### src/rtl/burst_seq_pkg.sv
package burst_seq_pkg;
  typedef enum logic {
    ORD_LINEAR = 1'b0,
    ORD_XOR    = 1'b1
  } burst_order_e;

  typedef enum logic [1:0] {
    ACT_HOLD = 2'd0,
    ACT_STEP = 2'd1,
    ACT_LOAD = 2'd2
  } burst_act_e;
endpackage

### src/rtl/burst_load_dec.sv
module burst_load_dec
  import burst_seq_pkg::*;
(
  input  logic       cpu_strobe_ni,
  input  logic       ctl_strobe_ni,
  input  logic       sel_ni,
  input  logic       adv_ni,
  output burst_act_e act_o
);
  logic cpu_load, ctl_load;

  assign cpu_load = !cpu_strobe_ni && !sel_ni;
  assign ctl_load = !ctl_strobe_ni;

  always_comb begin
    if (cpu_load || ctl_load) act_o = ACT_LOAD;
    else if (!adv_ni)         act_o = ACT_STEP;
    else                      act_o = ACT_HOLD;
  end
endmodule

### src/rtl/burst_beat_ctr.sv
module burst_beat_ctr
  import burst_seq_pkg::*;
#(
  parameter int BB = 2
) (
  input  logic          clk_i,
  input  logic          rst_ni,
  input  burst_act_e    act_i,
  input  burst_order_e  order_i,
  output logic [BB-1:0] beat_o,
  output burst_order_e  order_o,
  output logic          start_o
);
  always_ff @(posedge clk_i or negedge rst_ni) begin
    if (!rst_ni) begin
      beat_o  <= '0;
      order_o <= ORD_LINEAR;
      start_o <= 1'b0;
    end else begin
      start_o <= (act_i == ACT_LOAD);
      unique case (act_i)
        ACT_LOAD: begin
          beat_o  <= '0;
          order_o <= order_i;
        end
        ACT_STEP: beat_o <= beat_o + 1'b1; // wraps modulo 2**BB
        default:  ;
      endcase
    end
  end
endmodule

### src/rtl/burst_addr_map.sv
module burst_addr_map
  import burst_seq_pkg::*;
#(
  parameter int AW = 17,
  parameter int BB = 2
) (
  input  logic [AW-1:0] base_i,
  input  logic [BB-1:0] beat_i,
  input  burst_order_e  order_i,
  output logic [AW-1:0] addr_o
);
  logic [BB-1:0] low;

  always_comb begin
    if (order_i == ORD_XOR) low = base_i[BB-1:0] ^ beat_i;
    else                    low = base_i[BB-1:0] + beat_i;
  end

  assign addr_o = {base_i[AW-1:BB], low};
endmodule

### src/rtl/burst_seq_gen.sv
module burst_seq_gen
  import burst_seq_pkg::*;
#(
  parameter int ADDR_W = 17,
  parameter int BURST_BITS = 2
) (
  input  logic              clk_i,
  input  logic              rst_ni,
  input  logic [ADDR_W-1:0] addr_i,
  input  logic              cpu_strobe_ni,
  input  logic              ctl_strobe_ni,
  input  logic              sel_ni,
  input  logic              adv_ni,
  input  logic              order_i,
  output logic [ADDR_W-1:0] addr_o,
  output logic              start_o
);
  localparam int BB = BURST_BITS;

  burst_act_e    act;
  burst_order_e  order_q;
  logic [BB-1:0] beat_q;
  logic [ADDR_W-1:0] base_q;

  burst_load_dec u_dec (
    .cpu_strobe_ni (cpu_strobe_ni),
    .ctl_strobe_ni (ctl_strobe_ni),
    .sel_ni        (sel_ni),
    .adv_ni        (adv_ni),
    .act_o         (act)
  );

  always_ff @(posedge clk_i or negedge rst_ni) begin
    if (!rst_ni)               base_q <= '0;
    else if (act == ACT_LOAD)  base_q <= addr_i;
  end

  burst_beat_ctr #(.BB(BB)) u_ctr (
    .clk_i   (clk_i),
    .rst_ni  (rst_ni),
    .act_i   (act),
    .order_i (burst_order_e'(order_i)),
    .beat_o  (beat_q),
    .order_o (order_q),
    .start_o (start_o)
  );

  burst_addr_map #(.AW(ADDR_W), .BB(BB)) u_map (
    .base_i  (base_q),
    .beat_i  (beat_q),
    .order_i (order_q),
    .addr_o  (addr_o)
  );
endmodule

### config.mk
export PLATFORM = sky130hd
export DESIGN_NAME = burst_seq_gen
export DESIGN_NICKNAME = d
export VERILOG_FILES = /design/src/rtl/burst_seq_pkg.sv /design/src/rtl/burst_load_dec.sv /design/src/rtl/burst_beat_ctr.sv /design/src/rtl/burst_addr_map.sv /design/src/rtl/burst_seq_gen.sv
export SDC_FILE = /design/constraint.sdc
export NUM_CORES = 1
export LEC_CHECK = 0
export CORE_ASPECT_RATIO = 1.5
export CORE_UTILIZATION = 25
export CTS_CLUSTER_SIZE = 20
export DETAILED_ROUTE_END_ITERATION = 8
export DONT_BUFFER_PORTS = 1
export PLACE_DENSITY = 0.4
export SYNTH_ARGS = -nofsm -noshare
export SYNTH_HDL_FRONTEND = slang
export SYNTH_SLANG_ARGS = --single-unit
### constraint.sdc
create_clock -name clk_i -period 2.75 [get_ports clk_i]
set_clock_uncertainty 0.1 [all_clocks]
set_input_delay 0 -clock clk_i [delete_from_list [all_inputs] [get_ports clk_i]]
set_output_delay 0 -clock clk_i [all_outputs]
set_load 0.03 [all_outputs]
=== Word level (Yosys, flattened, before mapping) ===
Index checks and enable logic that the tools add are counted.
Widths: inputs -> output; s select.

* Flip-flop bits (word level): 21
* Logic and storage cells: 19

* Add/sub/neg operators: 2
* Equal/unequal tests: 2
* Muxes and demuxes: 4
* Bitwise gates (word level): 1
* Reduce and logical (&&, ||, !) cells: 6

{| class="wikitable"
|+ Operators by type and width
! cell !! number
|-
| $mux 2 || 2
|-
| $pmux 2 s2 || 1
|-
| $logic_not 1->1 || 3
|-
| $add 2x1->2 const B || 1
|-
| $add 2x2->2 || 1
|-
| $eq 2x1->1 const B || 1
|-
| $eq 2x2->1 const B || 1
|-
| $reduce_bool 2->1 || 1
|-
| $xor 2x2->2 || 1
|-
| $logic_and 1x1->1 || 1
|-
| $logic_or 1x1->1 || 1
|-
| $mux 1 || 1
|}

=== Longest topological paths before layout ===
* Depth after elaboration: 6
* Gate-level depth with buffers: 3
* Depth with buffers taken out: 3

=== Cells and area by module ===
Synthesis repeated with hierarchy kept, for this count alone.

* Cell total of the unflattened synthesis: 75
* Area, all modules: 1066.0 um2

{| class="wikitable"
|+ By module, submodules not included
! module !! instances !! cells each !! area an instance (um2) !! seq. area each (um2)
|-
| burst_seq_gen || 1 || 37 || 699.4 || 425.4
|-
| burst_beat_ctr || 1 || 17 || 205.2 || 100.1
|-
| burst_addr_map || 1 || 19 || 148.9 || 0.0
|-
| burst_load_dec || 1 || 2 || 12.5 || 0.0
|}

=== Worst setup path after synthesis ===
OpenSTA, ideal clock, no wires.

* Kind: register to output
* From: register u_ctr.beat_o[0]
* To: output addr_o[1]
* Data arrival time: 1.202 ns
* Required time: 2.650 ns
* Setup slack: 1.448 ns
* Cell stages (with the launch flop): 4
* Buffers on the path: 0
* Path through: dfrtp_1 -> ha_1 -> nor2b_1 -> xnor2_1

* Longest elaborated chain between the ends: 2

{| class="wikitable"
|+ Ends and longest elaborated chain
! element !! line !! text
|-
| start, declared || burst_beat_ctr.sv:10 || <nowiki>output logic [BB-1:0] beat_o,</nowiki>
|-
| start signal, assigned || burst_beat_ctr.sv:26 || <nowiki>ACT_STEP: beat_o <= beat_o + 1'b1;</nowiki>
|-
| $add 2x2->2 || burst_addr_map.sv:16 || <nowiki>else low = base_i[BB-1:0] + beat_i;</nowiki>
|-
| $mux 2 || burst_addr_map.sv:15 || <nowiki>if (order_i == ORD_XOR) low = base_i[BB-1:0] ^ beat_i;</nowiki>
|-
| end, declared || burst_seq_gen.sv:15 || <nowiki>output logic [ADDR_W-1:0] addr_o,</nowiki>
|}

No other way between the ends.

=== Worst setup path after layout ===
* From: input ctl_strobe_ni
* To: register base_q[0]

* Longest elaborated chain between the ends: 4

{| class="wikitable"
|+ Ends and longest elaborated chain
! element !! line !! text
|-
| start, declared || burst_seq_gen.sv:11 || <nowiki>input logic ctl_strobe_ni,</nowiki>
|-
| $logic_not 1->1 || burst_load_dec.sv:13 || <nowiki>assign ctl_load = !ctl_strobe_ni;</nowiki>
|-
| $logic_or 1x1->1 || burst_load_dec.sv:16 || <nowiki>if (cpu_load || ctl_load) act_o = ACT_LOAD;</nowiki>
|-
| $mux 2 || burst_load_dec.sv:16 ||
|-
| $eq 2x2->1 || burst_seq_gen.sv:35 || <nowiki>else if (act == ACT_LOAD) base_q <= addr_i;</nowiki>
|-
| end signal, assigned || burst_seq_gen.sv:35 ||
|-
| end, declared || burst_seq_gen.sv:23 || <nowiki>logic [ADDR_W-1:0] base_q;</nowiki>
|}

No other way between the ends.
A chain may end at the register's enable or synchronous reset.

==> impl_metrics.xml <==
<?xml version="1.0" encoding="UTF-8"?>
<metrics>
  <group name="synthesis">
    <metric name="synth_area_leaders" unit="">sky130_fd_sc_hd__dfrtp_1 56%, sky130_fd_sc_hd__mux2_2 20%, sky130_fd_sc_hd__buf_4 12%</metric>
    <metric name="synth-edff-count" unit="">0</metric>
    <metric name="postSynthNetCount" unit="">91</metric>
    <metric name="number_of_synthesized_register_bits" unit="">21</metric>
    <metric name="yosys.cell_types.count" unit="">11</metric>
    <metric name="synth_top_cell_by_area" unit="">sky130_fd_sc_hd__dfrtp_1</metric>
    <metric name="main_flop_type_after_synthesis" unit="">sky130_fd_sc_hd__dfrtp_1</metric>
    <metric name="synth_commonest_cells" unit="">21 x sky130_fd_sc_hd__dfrtp_1, 17 x sky130_fd_sc_hd__mux2_2, 15 x sky130_fd_sc_hd__buf_4</metric>
    <metric name="syn_inst" unit="">66</metric>
    <metric name="synth-async-reset-ratio" unit="%">100</metric>
    <metric name="syn_area" unit="um2">938</metric>
    <metric name="yosysMostFrequentCell" unit="">sky130_fd_sc_hd__dfrtp_1</metric>
    <metric name="synth-warning-count" unit="">0</metric>
    <metric name="postSynthAreaPerCell" unit="um2">14.2</metric>
    <metric name="post-synth-top-area-fraction" unit="%">56.0</metric>
    <metric name="ys_seq_area_share" unit="%">56.0</metric>
  </group>
  <group name="placed_design">
    <metric name="place_area" unit="um2">863</metric>
    <metric name="buffer_ports.inserted" unit="">0</metric>
    <metric name="routabilityCongestion" unit="">0.614</metric>
    <metric name="hpwlAfterDp" unit="um">1000</metric>
    <metric name="placement.setup.worst_slack" unit="ns">1.39</metric>
    <metric name="post-place-cells" unit="">92</metric>
  </group>
  <group name="route">
    <metric name="initialDrtViolationCount" unit="">0</metric>
    <metric name="drc" unit="">0</metric>
    <metric name="viasPerCell" unit="">4.11</metric>
    <metric name="post_drt_antenna_nets" unit="">0</metric>
    <metric name="vias" unit="">485</metric>
    <metric name="drt-total-wl" unit="um">1500</metric>
    <metric name="first_pass_iters" unit="">1</metric>
    <metric name="drt-wirelength-per-cell" unit="um">12.7</metric>
  </group>
  <group name="timing">
    <metric name="totalNegativeSetupSlack" unit="ns">0</metric>
    <metric name="worst_slew_margin_rel" unit="%">34.9</metric>
    <metric name="max_clock_freq" unit="MHz">569</metric>
    <metric name="rsz0062_at_grt" unit="">no</metric>
    <metric name="setup_viol" unit="">0</metric>
    <metric name="finalCriticalPeriod" unit="ns">1.76</metric>
    <metric name="maxSlewViolCount" unit="">0</metric>
    <metric name="timing.final.ws_setup" unit="ns">0.993</metric>
    <metric name="timing_worst_slew_pin_value" unit="ns">0.973</metric>
    <metric name="timing.final.hold_violations" unit="">0</metric>
    <metric name="timing.final.crit_share" unit="%">63.9</metric>
  </group>
  <group name="worst_setup_path">
    <metric name="cp-end-kind" unit="">flip-flop</metric>
    <metric name="timing.rr.end" unit="">base_q[14]$_DFFE_PN0N_</metric>
    <metric name="critical_path.most_common_cell" unit="">sky130_fd_sc_hd__dlygate4sd3_1</metric>
    <metric name="crit_arrival" unit="ns">1.80</metric>
    <metric name="worst_r2r_path_depth" unit="">1</metric>
    <metric name="path_cells" unit="">dlygate4sd3_1 &gt; o21ai_2 &gt; dlygate4sd3_1 &gt; buf_4 &gt; mux2_2</metric>
    <metric name="crit_type" unit="">in -&gt; reg</metric>
    <metric name="crit-reg2reg-launch" unit="">base_q[14]$_DFFE_PN0N_</metric>
    <metric name="critPathSlowestCell" unit="">sky130_fd_sc_hd__dlygate4sd3_1</metric>
    <metric name="cp.required" unit="ns">2.79</metric>
    <metric name="cp-start-kind" unit="">input port</metric>
    <metric name="crit_fanout" unit="">21</metric>
    <metric name="setup.reg_to_reg.worst_slack" unit="ns">1.72</metric>
    <metric name="cpPeakStageDelay" unit="ns">0.55</metric>
  </group>
  <group name="status">
    <metric name="run_status" unit="">finished, final reports clean</metric>
  </group>
  <group name="global_routing">
    <metric name="antenna_found_initial" unit="">0</metric>
    <metric name="grt_util_all_layers" unit="%">8.37</metric>
    <metric name="grt_pass1_wl" unit="um">2440</metric>
    <metric name="number_of_global_route_vias_before_repair" unit="">557</metric>
    <metric name="grt-ovfl-total" unit="">0</metric>
    <metric name="grt_max_degree" unit="">22</metric>
  </group>
  <group name="clock_network">
    <metric name="clockRootBuffer" unit="">sky130_fd_sc_hd__clkbuf_8</metric>
    <metric name="number_of_resized_instances_in_the_post_cts_repair_step" unit="">0</metric>
    <metric name="num_cts_buffers" unit="">3</metric>
    <metric name="cts_num_sinks" unit="">21</metric>
    <metric name="tritoncts_clock_tree" unit="">done</metric>
    <metric name="clk_pin_slew_worst_paths" unit="ns">0.07</metric>
    <metric name="post_cts.repair.setup_buffers" unit="">0</metric>
    <metric name="cts_h_tree_depth" unit="">1</metric>
    <metric name="cts-hold-fix-buffers" unit="">22</metric>
    <metric name="insertion_delay" unit="ns">0.25</metric>
    <metric name="cts_buffer_depth" unit="">2</metric>
  </group>
  <group name="pwr">
    <metric name="total_power" unit="uW">696</metric>
    <metric name="worst_ir_drop_vdd" unit="mV">0.228</metric>
    <metric name="pwr-share-seq" unit="%">58.0</metric>
    <metric name="clock_power_share" unit="%">28.7</metric>
    <metric name="internal_power" unit="uW">494</metric>
    <metric name="total_switching_power" unit="uW">201</metric>
    <metric name="power_switching_share" unit="%">28.9</metric>
    <metric name="p_leak" unit="nW">0.464</metric>
    <metric name="combPwrFrac" unit="%">13.3</metric>
    <metric name="power.density" unit="nW/um2">616</metric>
  </group>
  <group name="floorplan">
    <metric name="core_area" unit="um2">3480</metric>
    <metric name="die_height" unit="um">77.0</metric>
    <metric name="die-width" unit="um">52.0</metric>
    <metric name="top_level_ports" unit="">42</metric>
    <metric name="floorplan.rows" unit="">26</metric>
    <metric name="design.die.area" unit="um2">4010</metric>
    <metric name="start_util" unit="%">27.0</metric>
  </group>
  <group name="final_layout">
    <metric name="final_design_area_excluding_fillers" unit="um2">1130</metric>
    <metric name="final_non_filler_cell_total" unit="">118</metric>
    <metric name="layout-drive-gt1-share" unit="%">28.9</metric>
    <metric name="post_synthesis_to_final_layout_area_growth" unit="%">20.3</metric>
    <metric name="n_antenna_cell" unit="">0</metric>
    <metric name="num-nets-final" unit="">102</metric>
  </group>
  <group name="job">
    <metric name="cap_violations" unit="">0</metric>
  </group>
  <group name="min_path">
    <metric name="worstHoldPathType" unit="">in -&gt; async</metric>
  </group>
</metrics>
-- worst max-delay path: cells and delay by family --
kind / cells / cell delay [ns]
AO/OA/AOI/OAI: 1 / 0.05
multiplexers: 1 / 0.37
buffers and inverters: 3 / 1.37
-- worst max path at each step --
stage	startpoint	end	depth (start not counted)
3_5_place_dp	u_ctr.beat_o[0]$_DFFE_PN0P_	addr_o[1]	3
5_1_grt	ctl_strobe_ni	base_q[15]$_DFFE_PN0N_	5
4_1_cts	ctl_strobe_ni	base_q[0]$_DFFE_PN0N_	5
2_1_floorplan	u_ctr.beat_o[0]$_DFFE_PN0P_	addr_o[1]	3
6_report	ctl_strobe_ni	base_q[0]$_DFFE_PN0N_	5
3_3_place_gp	u_ctr.beat_o[0]$_DFFE_PN0P_	addr_o[1]	3
-- routing by layer --
metal / track usage (%) / vias up / share of wire [%]
li1: - / 221 / -
met1: 8.85 / 230 / 40
met2: 14.0 / 30 / 50
met3: 2.58 / 4 / 7.5
met4: 4.86 / 0 / 1.9
met5: 0 / - / 0
-- flip-flops by register name, summed over array words and instances (netlist names) --
| name | flops |
|---|---|
| base_q | 17 |
| u_ctr.beat_o | 2 |
| u_ctr.order_o | 1 |
| u_ctr.start_o | 1 |
-- power groups by stage --
stage	Sequential [mW]	Combinational (mW)	Clock, mW
2_1_floorplan	0.357	0.140	0
6_report	0.403	0.0924	0.200
5_1_grt	0.408	0.101	0.227
3_5_place_dp	0.411	0.0632	0
3_3_place_gp	0.410	0.0617	0
4_1_cts	0.404	0.0943	0.219
-- cell type report --
class	count	area [um2]
clock buffers	4	45.0
fillers	344	2350
multi-input cells	28	278
flip-flops and latches	21	526
well taps	42	52.6
repair buffers	23	228
-- metrics by stage --
step	util [%]	hold WS, ns
floorplan	-	-0.396
global placement	24.8	-0.395
detailed placement	24.8	-0.395
CTS	32.4	0.279
global route	32.4	0.316
finish	32.4	0.241
-- kinds of logic (layout without fill, tap and decap cells) --
family | count (synthesis) | count (layout) | synth area share (%)
AOI/OAI and AO/OA | 1 | 1 | 0.934
muxes | 18 | 18 | 21.6
adders and majority gates | 1 | 1 | 1.33
DFF | 21 | 21 | 56.0
and+or+nand+nor | 5 | 5 | 2.93
xor gates and xnor gates | 3 | 3 | 2.80
buffers and inverters | 17 | 27 | 14.4
-- layout by cell type (no fill, tap or decap) --
cell	synthesis	layout
sky130_fd_sc_hd__mux2_2	17	17
sky130_fd_sc_hd__clkbuf_8	0	3
sky130_fd_sc_hd__dlygate4sd3_1	0	22
sky130_fd_sc_hd__o21ai_2	1	1
sky130_fd_sc_hd__buf_4	15	1
sky130_fd_sc_hd__mux2_1	1	1
sky130_fd_sc_hd__xnor2_1	3	3
sky130_fd_sc_hd__nor2b_1	3	3
sky130_fd_sc_hd__nor3_1	1	1
sky130_fd_sc_hd__dfrtp_1	21	21
sky130_fd_sc_hd__ha_1	1	1
sky130_fd_sc_hd__nor2_1	1	1
sky130_fd_sc_hd__clkbuf_1	0	1
(Power assumes the default switching activity.)
